`src/rtl/irq_agg_pkg.sv`:
```
package irq_agg_pkg;

    // Register group codes within a CPU bank (order fixes the address map)
    typedef enum logic [1:0] {
        GRP_STATUS = 2'd0,
        GRP_SET    = 2'd1,
        GRP_CLEAR  = 2'd2,
        GRP_MASK   = 2'd3
    } grp_e;

    // Read response sequencer states
    typedef enum logic {
        BUS_IDLE = 1'b0,
        BUS_RESP = 1'b1
    } bus_state_e;

    localparam int WORD_BITS = 32;
    localparam int NUM_GROUPS = 4;

endpackage

```
`src/rtl/irq_agg_decode.sv`:
```
module irq_agg_decode
    import irq_agg_pkg::*;
#(
    parameter int NUM_CPU   = 2,
    parameter int WORDS     = 3,
    parameter int ADDR_W    = 8,
    parameter int BANK_LOG2 = 7,
    parameter int CPU_W     = ADDR_W - BANK_LOG2,
    parameter int WIDX_W    = $clog2(WORDS)
) (
    input  logic [ADDR_W-1:0] addr,
    output logic              hit,
    output logic [CPU_W-1:0]  cpu,
    output grp_e              grp,
    output logic [WIDX_W-1:0] word
);

    localparam int OFF_W = BANK_LOG2 - 2;

    logic [OFF_W-1:0] woff;
    logic             aligned;
    int               wi;
    int               gi;

    always_comb begin
        woff    = addr[BANK_LOG2-1:2];
        aligned = (addr[1:0] == 2'b00);
        cpu     = addr[ADDR_W-1:BANK_LOG2];
        wi      = int'(woff);
        gi      = wi / WORDS;
        grp     = grp_e'(2'(gi));
        word    = WIDX_W'(wi % WORDS);
        hit     = aligned
                  && (int'(cpu) < NUM_CPU)
                  && (wi < NUM_GROUPS * WORDS);
    end

endmodule

```
`src/rtl/irq_agg_bank.sv`:
```
module irq_agg_bank
    import irq_agg_pkg::*;
#(
    parameter int WORDS = 3,
    parameter int NBITS = WORDS * WORD_BITS
) (
    input  logic             clk,
    input  logic             rst_n,
    input  logic [NBITS-1:0] irq_in,
    input  logic [NBITS-1:0] set_vec,
    input  logic [NBITS-1:0] clr_vec,
    output logic [NBITS-1:0] mask_o,
    output logic [NBITS-1:0] status_o,
    output logic             irq_o
);

    logic [WORD_BITS-1:0] mask_w [WORDS];
    logic                 irq_q;

    for (genvar w = 0; w < WORDS; w++) begin : g_word
        logic [WORD_BITS-1:0] set_w;
        logic [WORD_BITS-1:0] clr_w;

        assign set_w = set_vec[w*WORD_BITS +: WORD_BITS];
        assign clr_w = clr_vec[w*WORD_BITS +: WORD_BITS];

        always_ff @(posedge clk or negedge rst_n) begin
            if (!rst_n) begin
                mask_w[w] <= '1;
            end else begin
                mask_w[w] <= (mask_w[w] | set_w) & ~clr_w;
            end
        end

        assign mask_o[w*WORD_BITS +: WORD_BITS]   = mask_w[w];
        assign status_o[w*WORD_BITS +: WORD_BITS] = irq_in[w*WORD_BITS +: WORD_BITS] & ~mask_w[w];
    end

    always_ff @(posedge clk or negedge rst_n) begin
        if (!rst_n) begin
            irq_q <= 1'b0;
        end else begin
            irq_q <= |status_o;
        end
    end

    assign irq_o = irq_q;

    AST_MASK_RESET: assert property (@(posedge clk) disable iff (!rst_n)
        $rose(rst_n) |-> (&mask_o));

    AST_SET_ATOMIC: assert property (@(posedge clk) disable iff (!rst_n)
        (set_vec != '0) && (clr_vec == '0) |=>
            ((mask_o & $past(set_vec)) == $past(set_vec))
            && ((mask_o & ~$past(set_vec)) == ($past(mask_o) & ~$past(set_vec))));

    AST_CLR_ATOMIC: assert property (@(posedge clk) disable iff (!rst_n)
        (clr_vec != '0) && (set_vec == '0) |=>
            ((mask_o & $past(clr_vec)) == '0)
            && ((mask_o & ~$past(clr_vec)) == ($past(mask_o) & ~$past(clr_vec))));

    AST_MASK_HOLD: assert property (@(posedge clk) disable iff (!rst_n)
        (set_vec == '0) && (clr_vec == '0) |=> $stable(mask_o));

    AST_OUT_LATENCY: assert property (@(posedge clk) disable iff (!rst_n)
        !$rose(rst_n) |-> (irq_o == $past(|status_o)));

endmodule

```
`src/rtl/irq_agg_bus_fsm.sv`:
```
module irq_agg_bus_fsm
    import irq_agg_pkg::*;
#(
    parameter int NUM_CPU = 2,
    parameter int WORDS   = 3,
    parameter int NBITS   = WORDS * WORD_BITS,
    parameter int CPU_W   = 1,
    parameter int WIDX_W  = $clog2(WORDS)
) (
    input  logic                        clk,
    input  logic                        rst_n,
    input  logic                        rd_req,
    input  logic                        hit,
    input  logic [CPU_W-1:0]            cpu,
    input  grp_e                        grp,
    input  logic [WIDX_W-1:0]           word,
    input  logic [NUM_CPU-1:0][NBITS-1:0] status_all,
    input  logic [NUM_CPU-1:0][NBITS-1:0] mask_all,
    output logic                        rd_valid,
    output logic [WORD_BITS-1:0]        rd_data
);

    bus_state_e           state_q;
    bus_state_e           state_d;
    logic [WORD_BITS-1:0] sel_word;
    logic [WORD_BITS-1:0] data_q;
    logic [NBITS-1:0]     sel_status;
    logic [NBITS-1:0]     sel_mask;

    // Pick the addressed CPU's vectors (loop avoids a variable index)
    always_comb begin
        sel_status = '0;
        sel_mask   = '0;
        for (int c = 0; c < NUM_CPU; c++) begin
            if (cpu == CPU_W'(c)) begin
                sel_status = status_all[c];
                sel_mask   = mask_all[c];
            end
        end
    end

    // Word and group selection
    always_comb begin
        sel_word = '0;
        if (hit) begin
            for (int w = 0; w < WORDS; w++) begin
                if (word == WIDX_W'(w)) begin
                    unique case (grp)
                        GRP_STATUS: sel_word = sel_status[w*WORD_BITS +: WORD_BITS];
                        GRP_MASK:   sel_word = sel_mask[w*WORD_BITS +: WORD_BITS];
                        GRP_SET,
                        GRP_CLEAR:  sel_word = '0;
                    endcase
                end
            end
        end
    end

    // Next-state logic
    always_comb begin
        state_d = state_q;
        unique case (state_q)
            BUS_IDLE: state_d = rd_req ? BUS_RESP : BUS_IDLE;
            BUS_RESP: state_d = rd_req ? BUS_RESP : BUS_IDLE;
        endcase
    end

    // State register
    always_ff @(posedge clk or negedge rst_n) begin
        if (!rst_n) begin
            state_q <= BUS_IDLE;
        end else begin
            state_q <= state_d;
        end
    end

    // Read data capture
    always_ff @(posedge clk or negedge rst_n) begin
        if (!rst_n) begin
            data_q <= '0;
        end else if (rd_req) begin
            data_q <= sel_word;
        end
    end

    // Outputs from state
    always_comb begin
        rd_valid = 1'b0;
        rd_data  = '0;
        unique case (state_q)
            BUS_IDLE: begin
                rd_valid = 1'b0;
                rd_data  = '0;
            end
            BUS_RESP: begin
                rd_valid = 1'b1;
                rd_data  = data_q;
            end
        endcase
    end

    AST_RESP_NEXT: assert property (@(posedge clk) disable iff (!rst_n)
        rd_req |=> rd_valid);

    AST_NO_SPURIOUS_RESP: assert property (@(posedge clk) disable iff (!rst_n)
        !rd_req |=> !rd_valid);

    AST_PORTS_READ_ZERO: assert property (@(posedge clk) disable iff (!rst_n)
        rd_req && hit && ((grp == GRP_SET) || (grp == GRP_CLEAR)) |=> (rd_data == '0));

    AST_MISS_READ_ZERO: assert property (@(posedge clk) disable iff (!rst_n)
        rd_req && !hit |=> (rd_data == '0));

endmodule

```
`src/rtl/irq_agg_top.sv`:
```
module irq_agg_top
    import irq_agg_pkg::*;
#(
    parameter int NUM_IRQ   = 96,
    parameter int NUM_CPU   = 2,
    parameter int BANK_LOG2 = 7,
    parameter int ADDR_W    = 8
) (
    input  logic                 clk,
    input  logic                 rst_n,
    input  logic [NUM_IRQ-1:0]   irq_in,
    input  logic                 bus_valid,
    input  logic                 bus_write,
    input  logic [ADDR_W-1:0]    bus_addr,
    input  logic [31:0]          bus_wdata,
    output logic                 rd_valid,
    output logic [31:0]          rd_data,
    output logic [NUM_CPU-1:0]   cpu_irq
);

    localparam int WORDS  = NUM_IRQ / WORD_BITS;
    localparam int NBITS  = WORDS * WORD_BITS;
    localparam int CPU_W  = ADDR_W - BANK_LOG2;
    localparam int WIDX_W = $clog2(WORDS);

    logic                          hit;
    logic [CPU_W-1:0]              dec_cpu;
    grp_e                          dec_grp;
    logic [WIDX_W-1:0]             dec_word;
    logic                          wr_req;
    logic                          rd_req;
    logic [NBITS-1:0]              wdata_pos;
    logic [NUM_CPU-1:0][NBITS-1:0] status_all;
    logic [NUM_CPU-1:0][NBITS-1:0] mask_all;

    assign wr_req    = bus_valid && bus_write && hit;
    assign rd_req    = bus_valid && !bus_write;
    assign wdata_pos = NBITS'(bus_wdata) << (WORD_BITS * int'(dec_word));

    irq_agg_decode #(
        .NUM_CPU   (NUM_CPU),
        .WORDS     (WORDS),
        .ADDR_W    (ADDR_W),
        .BANK_LOG2 (BANK_LOG2),
        .CPU_W     (CPU_W),
        .WIDX_W    (WIDX_W)
    ) u_decode (
        .addr (bus_addr),
        .hit  (hit),
        .cpu  (dec_cpu),
        .grp  (dec_grp),
        .word (dec_word)
    );

    for (genvar c = 0; c < NUM_CPU; c++) begin : g_cpu
        logic             sel;
        logic [NBITS-1:0] set_vec;
        logic [NBITS-1:0] clr_vec;

        assign sel     = wr_req && (dec_cpu == CPU_W'(c));
        assign set_vec = (sel && dec_grp == GRP_SET)   ? wdata_pos : '0;
        assign clr_vec = (sel && dec_grp == GRP_CLEAR) ? wdata_pos : '0;

        irq_agg_bank #(
            .WORDS (WORDS),
            .NBITS (NBITS)
        ) u_bank (
            .clk      (clk),
            .rst_n    (rst_n),
            .irq_in   (irq_in[NBITS-1:0]),
            .set_vec  (set_vec),
            .clr_vec  (clr_vec),
            .mask_o   (mask_all[c]),
            .status_o (status_all[c]),
            .irq_o    (cpu_irq[c])
        );
    end

    irq_agg_bus_fsm #(
        .NUM_CPU (NUM_CPU),
        .WORDS   (WORDS),
        .NBITS   (NBITS),
        .CPU_W   (CPU_W),
        .WIDX_W  (WIDX_W)
    ) u_bus (
        .clk        (clk),
        .rst_n      (rst_n),
        .rd_req     (rd_req),
        .hit        (hit),
        .cpu        (dec_cpu),
        .grp        (dec_grp),
        .word       (dec_word),
        .status_all (status_all),
        .mask_all   (mask_all),
        .rd_valid   (rd_valid),
        .rd_data    (rd_data)
    );

    AST_OUT_RESET_LOW: assert property (@(posedge clk) disable iff (!rst_n)
        $rose(rst_n) |-> (cpu_irq == '0));

    AST_WRITE_NO_RESP: assert property (@(posedge clk) disable iff (!rst_n)
        (bus_valid && bus_write) |=> !rd_valid);

endmodule

```
`config.mk`:
```
export PLATFORM = sky130hd
export DESIGN_NAME = irq_agg_top
export DESIGN_NICKNAME = d
export VERILOG_FILES = /design/src/rtl/irq_agg_pkg.sv /design/src/rtl/irq_agg_decode.sv /design/src/rtl/irq_agg_bank.sv /design/src/rtl/irq_agg_bus_fsm.sv /design/src/rtl/irq_agg_top.sv
export SDC_FILE = /design/constraint.sdc
export NUM_CORES = 1
export LEC_CHECK = 0
export BUFFER_PORTS_ARGS = -buffer_cell sky130_fd_sc_hd__buf_2
export CAP_MARGIN = 10
export CORE_MARGIN = 1
export CORE_UTILIZATION = 64
export DETAILED_ROUTE_END_ITERATION = 7
export GPL_ROUTABILITY_DRIVEN = 1
export HOLD_SLACK_MARGIN = 0.12
export PLACE_DENSITY_LB_ADDON = 0.08
export SYNTH_ARGS = -nofsm -noshare
export SYNTH_HDL_FRONTEND = slang
export SYNTH_SLANG_ARGS = --single-unit
```
`constraint.sdc`:
```
create_clock -name clk -period 3.9 [get_ports clk]
set_clock_uncertainty 0.15 [all_clocks]
set_input_delay 0.585 -clock clk [delete_from_list [all_inputs] [get_ports clk]]
set_output_delay 0.585 -clock clk [all_outputs]
set_load 0.01 [all_outputs]
```
==> results of run 1 <==
[synth_stat cells (16+ instances only)]
| cell type | count | share of area (%) |
|---|---|---|
| sky130_fd_sc_hd__a31oi_1 | 313 | 14 |
| sky130_fd_sc_hd__dfstp_2 | 192 | 37 |
| sky130_fd_sc_hd__a21oi_1 | 159 | 5.8 |
| sky130_fd_sc_hd__inv_1 | 105 | 2.9 |
| sky130_fd_sc_hd__clkbuf_1 | 98 | 2.7 |
| sky130_fd_sc_hd__mux2i_1 | 97 | 7.1 |
| sky130_fd_sc_hd__o22ai_1 | 90 | 4.1 |
| sky130_fd_sc_hd__nand3_1 | 66 | 2.4 |
| sky130_fd_sc_hd__buf_2 | 43 | 1.6 |
| sky130_fd_sc_hd__dfrtp_1 | 35 | 6.4 |
| sky130_fd_sc_hd__and2_1 | 34 | 1.6 |
| sky130_fd_sc_hd__or2_2 | 31 | 1.4 |
| sky130_fd_sc_hd__o211ai_1 | 30 | 1.6 |
| sky130_fd_sc_hd__o21a_1 | 30 | 1.6 |
| sky130_fd_sc_hd__a32o_1 | 29 | 2.1 |
| sky130_fd_sc_hd__buf_1 | 17 | 0.47 |
| sky130_fd_sc_hd__nor2_1 | 16 | 0.44 |
| sky130_fd_sc_hd__o21ai_0 | 16 | 0.59 |
[repair_timing]
action,CTS
pin swaps,75
hold buffers,1
gates cloned,19
endpoints found under the hold margin,31
setup buffers,55
resized for setup,111
setup endpoints to repair,224
[through the flow]
step / area, µm² / worst slack, ns / cells / hold WS (ns)
after CTS: 17800 / -0.118 / 2021 / 0.201
after detailed placement: 15400 / -0.896 / 1903 / 0.314
after global placement: 15400 / -0.713 / 1903 / 0.307
after floorplan: 13800 / -0.831 / 1512 / 0.139
[cells by family after synthesis]
logic type	count (synthesis)
AOI/OAI and AO/OA	696
xor gates and xnor gates	1
adders and majority gates	3
buffers and inverters	271
DFF	227
muxes	97
and+or+nand+nor	217
[routing by layer]
layer / overflow / global-route usage [%]
met5: 1 / 59.3
met1: 3 / 87.5
met2: 97 / 98.7
met3: 7 / 75.6
met4: 75 / 89.0
==> implementation parameters, run 1 <==
Parameter                              Value

Yosys
  Combinational family with the most area after synthesis ... compound AO/OA/AOI/OAI gates
  Proportion of synthesized chip area in sequential cells ... ~43%
  Area of the mapped netlist ... between 10,000 and 15,000 µm²
  Xor and xnor fraction of the mapped netlist area ... less than 1%
  Adder-cell share of the synthesized area ... less than 1%
  Mux cell area share after synthesis ... 7.10%
  Number of storage elements in the synthesis netlist ... around 230
  Number of library cell types mapped by synthesis ... 56
  Area fraction in compound gates after synthesis ... 32.2%
  Simple logic cell fraction of the synthesized area ... between 9 and 10%
  Share of synthesized registers carrying an async set or reset ... 100%
  Number of synthesized flops with an enable pin ... 0
  Post-Syn Instances ... 1,512
  Synthesized area divided by synthesized cell count ... 9.05 µm²
  Syn. warnings ... 0
  Most used DFF post-synth ... sky130_fd_sc_hd__dfstp_2
  Net Count, Synth ... ~1,700

GRT
  Pin count of the biggest net entering global routing ... about 120
  Overflow after GRT ... 183
  Overall Global Routing Usage ... slightly below 90%

Run status
  Stage where the flow stopped ... 5_1_grt
  Tool error ... [ERROR GRT-0232] Routing congestion too high. Check the congestion heatmap in the GUI.
  Status ... aborted with a tool error

Die
  Initial Util ... 65.3%
  I/O pins ... 175
  Row Count ... 53
  Height of the chip ... around 150 µm
  Horiz. Die Dim ... about 150 µm

Placed design
  Count of buffers from port buffering ... roughly 170
  HPWL after detailed placement ... between 40 and 50 mm
  Final estimated routing congestion in global placement ... 1.06

Clocking
  CTS Buf Count ... 25
  Clk Tree Root Cell ... sky130_fd_sc_hd__clkbuf_16
  CTS H-Tree Depth ... 1
  Number of buffers on the longest clock path ... 3
  Total clock sinks ... 227
==> run 2, diff against run 1 <==
--- a/config.mk
+++ b/config.mk
@@ -8,11 +8,10 @@
 export BUFFER_PORTS_ARGS = -buffer_cell sky130_fd_sc_hd__buf_2
 export CAP_MARGIN = 10
 export CORE_MARGIN = 1
-export CORE_UTILIZATION = 64
+export CORE_UTILIZATION = 40
 export DETAILED_ROUTE_END_ITERATION = 7
 export GPL_ROUTABILITY_DRIVEN = 1
-export HOLD_SLACK_MARGIN = 0.12
-export PLACE_DENSITY_LB_ADDON = 0.08
+export PLACE_DENSITY_LB_ADDON = 0.15
 export SYNTH_ARGS = -nofsm -noshare
 export SYNTH_HDL_FRONTEND = slang
 export SYNTH_SLANG_ARGS = --single-unit
==> implementation parameters, run 2 <==
Parameter                              Value

Run status
  Status ... finished, violations left (was aborted with a tool error)
  Violations in the final reports ... design-rule violations, negative setup slack

Layout
  Final core utilization ... a little under three fifths
  Proportion of layout cells with a drive suffix above 1 ... between 40% and 50%
  Area growth, synth to finish ... 36.6%
  Commonest cells after routing, fill and taps aside ... sky130_fd_sc_hd__a31oi_1, sky130_fd_sc_hd__dfstp_2, sky130_fd_sc_hd__buf_2, sky130_fd_sc_hd__a21oi_1, sky130_fd_sc_hd__inv_1
  Final layout net count ... approximately 1,900
  Flip-flop count of the largest register after layout ... ~190
  Area of all placed cells without fillers ... 18,700 µm²
  Leading cell type in the layout, fill and taps excluded ... sky130_fd_sc_hd__a31oi_1

Placed design
  HPWL after detailed placement ... 48.4 mm (was 43.8 mm)
  Count of buffers from port buffering ... 174 (unchanged)
  Final estimated routing congestion in global placement ... 1.05 (was 1.06)
  Post-placement cell area ... 15,800 µm² (was 15,400 µm²)
  DP Worst Slack ... -0.773 ns (was -0.896 ns)

Detailed routing
  First-pass detailed-route iteration total ... 8
  Via total after detailed routing ... around 15,000
  Number of nets with antenna violations after routing ... 0
  Number of remaining DRC errors ... 3
  Mean routed wirelength per cell ... between 30 and 40 µm
  Aggregate routed wire length ... roughly 72 mm
  Vias per inst ... ~6.8
  Number of violations reported at the end of detailed-routing iteration 0 ... 1,880

Yosys
  Proportion of synthesized chip area in sequential cells ... 43.3% (unchanged)
  Cell with the most instances after synthesis ... sky130_fd_sc_hd__a31oi_1 (unchanged)
  Most used DFF post-synth ... sky130_fd_sc_hd__dfstp_2 (unchanged)
  Number of storage elements in the synthesis netlist ... 227 (unchanged)
  Post-Syn Instances ... 1,512 (unchanged)
  Area of the mapped netlist ... 13,700 µm² (unchanged)
  Mux cell area share after synthesis ... 7.10% (unchanged)
  Share of synthesized registers carrying an async set or reset ... 100% (unchanged)
  Synthesized area divided by synthesized cell count ... 9.05 µm² (unchanged)
  Adder-cell share of the synthesized area ... 0.274% (unchanged)
  Xor and xnor fraction of the mapped netlist area ... 0.0640% (unchanged)
  Number of synthesized flops with an enable pin ... 0 (unchanged)
  Most area-consuming cells after synthesis ... sky130_fd_sc_hd__dfstp_2, sky130_fd_sc_hd__a31oi_1, sky130_fd_sc_hd__mux2i_1 (unchanged)
  Simple logic cell fraction of the synthesized area ... 9.08% (unchanged)
  Syn. warnings ... 0 (unchanged)
  Combinational family with the most area after synthesis ... compound AO/OA/AOI/OAI gates (unchanged)
  Proportion of netlist area held by the largest area contributor ... 36.9% (unchanged)
  Number of library cell types mapped by synthesis ... 56 (unchanged)
  Area fraction in compound gates after synthesis ... 32.2% (unchanged)
  Commonest cells post-synth ... sky130_fd_sc_hd__a31oi_1, sky130_fd_sc_hd__dfstp_2, sky130_fd_sc_hd__a21oi_1 (unchanged)
  Yosys top cell by area ... sky130_fd_sc_hd__dfstp_2 (unchanged)
  Net Count, Synth ... 1,655 (unchanged)

Timing
  Worst-margin pin slew ... a little over 1 ns
  Achievable Freq ... roughly 250 MHz
  Final Cycle Share ... 103%
  Final-report setup violation count ... 151
  Unrepaired setup endpoints after global routing ... true
  Pins over their slew limit ... 0
  Worst relative slew slack ... 31.8%
  Count of endpoints failing hold in the final timing report ... 0
  Shortest period the worst path allows ... around 4 ns
  Final worst slack ... -0.134 ns

Die
  Die Area ... around 35,000 µm²
  Initial Util ... 40.7% (was 65.3%)
  Core region area ... ~34,000 µm²
  Height of the chip ... 187 µm (was 148 µm)
  Row Count ... 67 (was 53)
  Horiz. Die Dim ... 187 µm (was 148 µm)
  I/O pins ... 175 (unchanged)

GRT
  Vias in the first global route ... about 13,000
  Pin count of the biggest net entering global routing ... 94
  Antenna violations before repair ... 2
  Overall Global Routing Usage ... roughly 38%
  First-pass GRT wire length ... approximately 96 mm
  Overflow after GRT ... 0

Clocking
  Total clock sinks ... 227 (unchanged)
  CTS Buf Count ... 28 (was 25)
  Number of buffers on the longest clock path ... 3 (unchanged)
  Clk_lat worst skew ... roughly 0.57 ns
  Clock slew at the register clock pins of the worst setup and hold paths ... 0.06 ns
  CTS tree ... done
  CTS H-Tree Depth ... 1 (unchanged)
  Clk Tree Root Cell ... sky130_fd_sc_hd__clkbuf_16 (unchanged)

Setup path
  Kind of cell adding the most delay to the critical path ... compound AO/OA/AOI/OAI gates
  Reg2reg end ... g_cpu[0].u_bank.irq_o$_DFF_PN0_
  Largest fanout of any net on the critical path ... 6
  Number of buffer and inverter instances along the worst setup path ... 7
  Setup crit start ... bus_addr[5]
  Data arrival time of the worst path ... about 4.4 ns
  Crit Reg-Reg Startpoint ... g_cpu[0].u_bank.mask_o[88]$_DFF_PN1_
  Cell at the slowest stage of the critical path ... sky130_fd_sc_hd__a211o_1
  Longest individual stage delay on the worst path ... about 0.31 ns
  Number of cell instances on the worst register-to-register path ... 5
  Worst Setup Path Type ... primary input to register
  Worst endpoint required time ... between 4 and 5 ns
  Critical Path, Cell by Cell ... buf_6, ha_4, nor2b_4, mux2i_2, a21oi_2, inv_2, ha_4, a211o_1, a21o_1, o211ai_1, inv_1, ha_2, a41o_1, or2_1, buf_6, buf_12, o211a_4, a31o_4, buf_12, a31oi_2, buf_4, a32o_1
  Setup crit end kind ... register
  Reg-to-reg slack, setup ... between 0.9 and 1 ns
  Category of the worst setup path launch point ... primary input

Power
  Power Dens Cells ... about 390 nW/µm²
  Fraction of power consumed by sequential logic ... between 30% and 40%
  Relative contribution of the clock network to total power ... between 30% and 40%
  Switching power of the nets ... ~2400 µW
  Leakage component of the power ... between 0.007 and 0.008 µW
  Peak supply drop ... 0.339 mV
  Power Total ... roughly 7300 µW
  Combinational fraction of design power ... a little over a quarter
  Power Internal ... around 5000 µW
  Net Sw Frac ... between 30% and 40%

Worst hold path
  Hold WC Path Type ... primary input to register
  Hold Startpoint ... bus_wdata[21]
  Count of cells along the worst hold path ... 2
  Worst hold endpoint ... g_cpu[0].u_bank.mask_o[53]$_DFF_PN1_

Job
  Max-cap viol count ... 0
[run 2: layout make-up]
type | instances | area (µm²)
Clock inverter | 8 | 101
Clock buffer | 44 | 851
Fill cell | 2971 | 14900
Tap cell | 448 | 561
Timing Repair Buffer | 341 | 3220
Inverter | 106 | 398
Sequential cell | 227 | 5920
Antenna cell | 2 | 5.00
Multi-Input combinational cell | 1014 | 7630
[run 2: metal layers]
layer  track usage [%]  up-vias  wire, µm
li1                  -     6250         -
met4              12.7        0      3150
met3              8.86      186      9070
met2              56.6     1140     31000
met1              53.2     7423     28800
met5                 0        -         0
[run 2: kinds of logic after synthesis]
| kind of cell | count (synthesis) |
|---|---|
| buffers and inverters | 271 |
| multiplexers | 97 |
| flip-flops | 227 |
| adder cells (fa/ha/maj) | 3 |
| XOR/XNOR | 1 |
| AO/OA/AOI/OAI | 696 |
| AND/OR/NAND/NOR | 217 |
[run 2: timing repair]
action	CTS	global route
gates cloned	4	23
endpoints found under the setup margin	210	224
setup buffers	8	18
hold endpoints to repair	20	0
hold buffers	1	0
pin swaps	5	48
gates resized for setup	25	161
[run 2: worst max path at each step]
stage,end,cells past startpoint
floorplan,u_bus.data_q[0]$_DFFE_PN0P_,23
global placement,g_cpu[1].u_bank.mask_o[44]$_DFF_PN1_,20
detailed placement,g_cpu[1].u_bank.mask_o[41]$_DFF_PN1_,20
CTS,u_bus.data_q[2]$_DFFE_PN0P_,21
global route,g_cpu[0].u_bank.mask_o[87]$_DFF_PN1_,21
finish,u_bus.data_q[3]$_DFFE_PN0P_,22
[run 2: stage by stage]
stage	hold WS (ns)	setup TNS [ns]	instances
floorplan	0.139	-167.30	1512
global placement	0.319	-126.36	2088
detailed placement	0.328	-140.47	2088
CTS	0.176	-0.0156	2153
global route	0.222	-27.50	2189
finish	0.214	-8.11	2190
[run 2: power groups by stage]
stage | combinational, µW | clock (µW) | sequential [µW]
after detailed placement | 1390 | 0 | 2630
final | 1960 | 2730 | 2610
after floorplan | 733 | 0 | 2570
after global routing | 2010 | 2810 | 2620
after CTS | 1480 | 2720 | 2600
after global placement | 1390 | 0 | 2630
No activity file was read; power rests on OpenSTA's default activity.
